--- config.mk ---
export PLATFORM = sky130hd
export DESIGN_NAME = pwr_clamp_ramp
export DESIGN_NICKNAME = d
export VERILOG_FILES = /design/src/rtl/pwr_clamp_ramp.sv
export SDC_FILE = /design/constraint.sdc
export NUM_CORES = 1
export LEC_CHECK = 0
export ABC_CLOCK_PERIOD_IN_PS = 2029
export CAP_MARGIN = 25
export CORE_UTILIZATION = 53
export CTS_BUF_LIST = sky130_fd_sc_hd__clkbuf_4 sky130_fd_sc_hd__clkbuf_8
export CTS_CLUSTER_DIAMETER = 60
export DETAILED_ROUTE_END_ITERATION = 10
export GPL_ROUTABILITY_DRIVEN = 0
export MAX_ROUTING_LAYER = met4
export PLACE_DENSITY = 0.81
export SYNTH_ARGS = -nofsm -noshare
export SYNTH_HDL_FRONTEND = slang
export SYNTH_SLANG_ARGS = --single-unit
--- constraint.sdc ---
create_clock -name clk -period 2.03 [get_ports clk]
set_input_delay 0.406 -clock clk [delete_from_list [all_inputs] [get_ports clk]]
set_output_delay 0.406 -clock clk [all_outputs]
set_load 0.05 [all_outputs]
--- src/rtl/pwr_clamp_ramp.sv ---
module pwr_clamp_ramp #(
  parameter int DWELL_TICKS = 10
) (
  input  logic       clk,
  input  logic       rst_n,
  input  logic       open_req,
  input  logic       close_req,
  input  logic       us_tick,
  output logic [7:0] sw_word,
  output logic       busy,
  output logic       done
);
  localparam int         CNT_W     = (DWELL_TICKS > 1) ? $clog2(DWELL_TICKS) : 1;
  localparam logic [CNT_W-1:0] CNT_LAST = CNT_W'(DWELL_TICKS - 1);
  localparam logic [2:0] LAST_STEP = 3'd4;
  localparam logic [7:0] CLOSED    = 8'hFF;
  localparam logic [7:0] OPENED    = 8'h00;

  logic [7:0]       word_q;
  logic             busy_q, done_q, closing_q;
  logic [2:0]       step_q;
  logic [CNT_W-1:0] cnt_q;

  function automatic logic [7:0] step_word(input logic [2:0] s);
    case (s)
      3'd0:    step_word = 8'hFF;
      3'd1:    step_word = 8'hFE;
      3'd2:    step_word = 8'hF8;
      3'd3:    step_word = 8'hF0;
      default: step_word = 8'h00;
    endcase
  endfunction

  wire dwell_end = us_tick && (cnt_q == CNT_LAST);
  wire seq_end   = closing_q || (step_q == LAST_STEP);

  always_ff @(posedge clk or negedge rst_n) begin
    if (!rst_n) begin
      word_q    <= CLOSED;
      busy_q    <= 1'b0;
      done_q    <= 1'b0;
      closing_q <= 1'b0;
      step_q    <= '0;
      cnt_q     <= '0;
    end else begin
      done_q <= 1'b0;
      if (!busy_q) begin
        if (close_req) begin
          word_q    <= CLOSED;
          busy_q    <= 1'b1;
          closing_q <= 1'b1;
          step_q    <= '0;
          cnt_q     <= '0;
        end else if (open_req) begin
          if (word_q == OPENED) begin
            done_q <= 1'b1;
          end else begin
            word_q    <= step_word(3'd0);
            busy_q    <= 1'b1;
            closing_q <= 1'b0;
            step_q    <= '0;
            cnt_q     <= '0;
          end
        end
      end else if (us_tick) begin
        if (dwell_end) begin
          cnt_q <= '0;
          if (seq_end) begin
            busy_q <= 1'b0;
            done_q <= 1'b1;
          end else begin
            step_q <= step_q + 3'd1;
            word_q <= step_word(step_q + 3'd1);
          end
        end else begin
          cnt_q <= cnt_q + 1'b1;
        end
      end
    end
  end

  assign sw_word = word_q;
  assign busy    = busy_q;
  assign done    = done_q;


  done_pulse_chk: assert property (@(posedge clk) disable iff (!rst_n)
    done |=> !done);


  done_idle_chk: assert property (@(posedge clk) disable iff (!rst_n)
    done |-> !busy);


  tick_only_chk: assert property (@(posedge clk) disable iff (!rst_n)
    (busy && !us_tick) |=> $stable(sw_word));


  word_legal_chk: assert property (@(posedge clk) disable iff (!rst_n)
    (sw_word == 8'hFF) || (sw_word == 8'hFE) || (sw_word == 8'hF8) ||
    (sw_word == 8'hF0) || (sw_word == 8'h00));


  busy_hold_chk: assert property (@(posedge clk) disable iff (!rst_n)
    (busy && !us_tick) |=> busy);

endmodule

### After elaboration in Yosys (flattened, before gate mapping)

Cells that the tools add are included.

* register bits: 18
* input bits: 5
* logic and storage cells: 66

* bitwise logic cells: 1
* reduce and logical (&&, ||, !) cells: 9
* add/sub/neg operators: 2
* muxes and demuxes: 38
* eq/ne operators: 10

Operators with widths (number)
* two-way mux 8 bit: 7
* case mux 8 bit (4 select lines): 1
* two-way mux 4 bit: 6
* two-way mux 3 bit: 7
* two-way mux 1 bit: 17
* logical NOT 8 bit: 1
* equality test 3 x 2 -> 1 bit, second input constant: 2
* inequality test 2 bit, second input constant: 3
* AND reduction 3 bit: 2
* AND reduction 5 bit: 1
* adder 4 x 1 -> 4 bit, second input constant: 1
* equality test 4 bit, second input constant: 1
* adder 3 x 1 -> 3 bit, second input constant: 1
* equality test 3 x 1 -> 1 bit, second input constant: 1
* equality test 3 bit, second input constant: 1
* logical NOT 3 bit: 1
* inequality test 3 bit, second input constant: 1
* nonzero test 3 bit: 1
* inequality test 2 x 1 -> 1 bit, second input constant: 1
* nonzero test 2 bit: 1
* logical AND 1 bit: 1
* logical OR 1 bit: 1
* inverter 1 bit: 1

### Depth between registers and ports, before layout

Gate-level depths: netlist of run 1.

* word-level depth: 7
* mapped depth: 6

### Worst setup path after synthesis of run 1

No wires, ideal clock.

* path kind: reg2reg
* start: register word_q[6], in the netlist sw_word[6]
* end: register word_q[2], in the netlist sw_word[2]
* buffers on the path: 0
* required time: 1.948 ns
* setup slack: 0.174 ns
* clock period less this slack: 1.856 ns
* stages on the path, launching flop included: 5
* arrival: 1.773 ns
* library setup time: 0.082 ns
* cells stage by stage: dfstp_2 nor4_1 a221o_2 nand3b_4 mux2_4

* cells in the longest elaborated chain, start to end: 3

Ends and longest elaborated chain
* start: declaration: line 19 `logic [7:0] word_q;`
* start signal: assignment: line 58 `word_q <= step_word(3'd0);`
* start signal: assignment: line 73 `word_q <= step_word(step_q + 3'd1);`
* logical NOT 8 bit: line 55 `if (word_q == OPENED) begin`
* inequality test 3 bit (no line)
* AND reduction 5 bit (no line)

Every way passes these cells.
A chain may end at the register's enable or synchronous reset.

### Worst setup path after layout of run 1

* start: register done_q, in the netlist done
* end: output done

RTL lines
* start: declaration: line 20 `logic busy_q, done_q, closing_q;`
* start signal: assignment: line 41 `done_q <= 1'b0;`
* start signal: assignment: line 46 `done_q <= 1'b0;`
* start signal: assignment: line 56 `done_q <= 1'b1;`
* end: declaration: line 11 `output logic done`

No word-level cell between the ends.

==> results of run 1 <==
[area by class of cell]
cell class / count / area (sq um) / area share, %
Tap cell: 15 / 18.8 / 1.94
Clock buffer: 4 / 36.3 / 3.75
Timing Repair Buffer: 16 / 133 / 13.7
Multi-Input combinational cell: 51 / 395 / 40.8
Sequential cell: 14 / 355 / 36.7
Inverter: 8 / 30.0 / 3.10
[placed cells by master, fill, tap and decap left out, types with 2 or more instances in the layout]
| cell type | instances |
|---|---|
| dfstp_2 | 4 |
| buf_4 | 11 |
| nor2_1 | 5 |
| clkdlybuf4s50_1 | 5 |
| nand3_1 | 2 |
| inv_1 | 8 |
| o21ai_0 | 7 |
| ha_1 | 7 |
| nand2_1 | 8 |
| mux2i_1 | 4 |
| mux2_4 | 3 |
| dfrtp_1 | 10 |
| clkbuf_4 | 3 |
[tightest hold or removal path: stages (launching register included)]
cell and delay [ps]:
dfstp_2 390, inv_1 50, mux2i_1 60
[state kept, by name, summed over array words and instances, names as in the netlist]
signal,cells
busy,1
step_q,3
closing_q,1
sw_word,4
done,1
cnt_q,4
[cell usage after synthesis (2+ instances only)]
library cell | number | share of area, %
buf_4 | 4 | 3.7
dfrtp_1 | 10 | 30
dfstp_2 | 4 | 13
ha_1 | 7 | 11
inv_1 | 8 | 3.7
mux2_4 | 3 | 5.5
mux2i_1 | 4 | 4.9
nand2_1 | 8 | 3.7
nand3_1 | 2 | 1.2
nor2_1 | 5 | 2.3
o21ai_0 | 7 | 4.3
[metal layers]
metal | wire (microns) | GRT usage (%)
met2 | 671 | 32.8
met4 | 10 | 7.26
met1 | 739 | 22.4
met3 | 78 | 4.79
met5 | 0 | -
[per-stage QoR]
stage	utilization (%)	cell area, sq um	instances	hold WS (ps)	worst slack, ps
2_1_floorplan	-	822	78	110	174
3_3_place_gp	68.2	932	104	480	25.7
3_5_place_dp	68.2	932	104	479	-11.3
4_1_cts	70.9	968	108	493	208
5_1_grt	70.9	968	108	525	162
6_report	70.9	968	108	493	217
[cells by family (layout without fill, tap and decap cells)]
logic type	Yosys count	count (layout)	share of synthesized area, %
simple gates	25	25	17.5
flops	14	14	43.2
buf+inv	13	28	8.68
compound gates	12	12	9.59
fa+ha+maj	7	7	10.7
mux	7	7	10.3
[how the worst max path moves through the flow]
| stage | start | end | slack (ps) | cells after the start |
|---|---|---|---|---|
| floorplan | sw_word[6] | sw_word[2] | 170 | 4 |
| global placement | close_req | step_q[0] | 30 | 6 |
| detailed placement | close_req | cnt_q[3] | -10 | 5 |
| CTS | done | done | 210 | 1 |
| global route | done | done | 160 | 1 |
| finish | done | done | 220 | 1 |
==> results_dict.tcl, run 1 <==
set metrics [dict create \
    status "finished clean" \
    crit_arrival_ps 1410 \
    worst_path_largest_cell_delay_ps 790 \
    hold_start "sw_word[0]" \
    postCtsResizedCells 0 \
    post-dp-hpwl_microns 1120 \
    slew_violations 0 \
    crit_family "buffers and inverters" \
    drc 0 \
    setup-violations-final 0 \
    cts_hold_buf 0 \
    synth_ff_type "dfrtp_1" \
    synth-edff-count 0 \
    crit_buf_inv 1 \
    clkSinkCount 14 \
    reg2regPathDepth 4 \
    cts_setup_buffers 0 \
    diodes 0 \
    final_antenna_net_count 0 \
    crit-reg2reg-launch "busy" \
    root_buffer "clkbuf_4" \
    port_buffers 14 \
    die-area_sq_mm 0.00171 \
    htree_levels 1 \
    clock_latency_ps 280 \
    rsz0062_at_grt "false" \
    crit_path_start_kind "flop" \
    antenna_found_initial 0 \
    hold_viol 0 \
    drive_gt1_share_pct 30.1 \
    finalCriticalPeriod_ps 1810 \
    hold_path.class "reg2reg" \
    cts_made_buffers 3 \
    path_max_fanout 1 \
    path_class "reg2out" \
    worstMarginPinSlew_ps 628 \
    ys_ff_latch 14 \
    fill_cells 108 \
    grt_pass1_wl_microns 2080 \
    rr_endpoint "cnt_q[3]" \
    initial_utilization_pct 60.2 \
    cp_cell_sequence "clkdlybuf4s50_1" \
    min_path_cells 2 \
    grt-ovfl-total 0 \
    fin_crit_sh_pct 89.3 \
    grt_usage_pct 19.5 \
    core_sq_mm 0.00137 \
    die_y_microns 41.4 \
    clk_pin_slew_ps 90 \
    syn2layout_area_growth_pct 17.8 \
    first_global_vias 506 \
    r2r_slack_ps 270 \
    fp-row-count 13 \
    clock_path_buffers 2 \
    avgSynthCellArea_sq_um 10.5 \
    syn_nets 90 \
    hold_path_end "sw_word[0]" \
    yosysWarningCount 0 \
    route.vias.total 600 \
    fmax_mhz 552 \
    fin_tns_setup_ps 0 \
    tritoncts "built" \
    required_ps 1620 \
    vias_per_cell 5.56 \
    yosysUniqueCellTypes 27 \
    nNetsFinal 106 \
    first_pass_iters 4 \
    synthesis.area_sq_um 822 \
    async_flop_share_pct 100 \
    drt_iter0_markers 11 \
    die_w_microns 41.4 \
    endpoint_kind "output pin" \
    cap_violations 0 \
    finalClockSkew_ps 3.98 \
    cpMaxStageDelayCell "clkdlybuf4s50_1" \
    wl_microns 1500 \
    slew_headroom_pct 58.0 \
    io_pins 15 \
    synthCells 78 \
    wl_per_cell_microns 13.9 \
    grt_max_degree 15 \
    synth-seq-area-share_pct 43.2 \
]
Power of run 1 is left out: the tool's default activity adds up to more than one toggle a clock period on the data nets, which glitch-free logic cannot reach.
==> run 2, diff against run 1 <==
- HOLD_SLACK_MARGIN: default -> 0.08
- SKIP_LAST_GASP: default -> 1
==> results of run 2 <==
Same layout as run 1: the final DEF is identical, and so are final timing and power.
Power of run 2 is left out for the same reason.
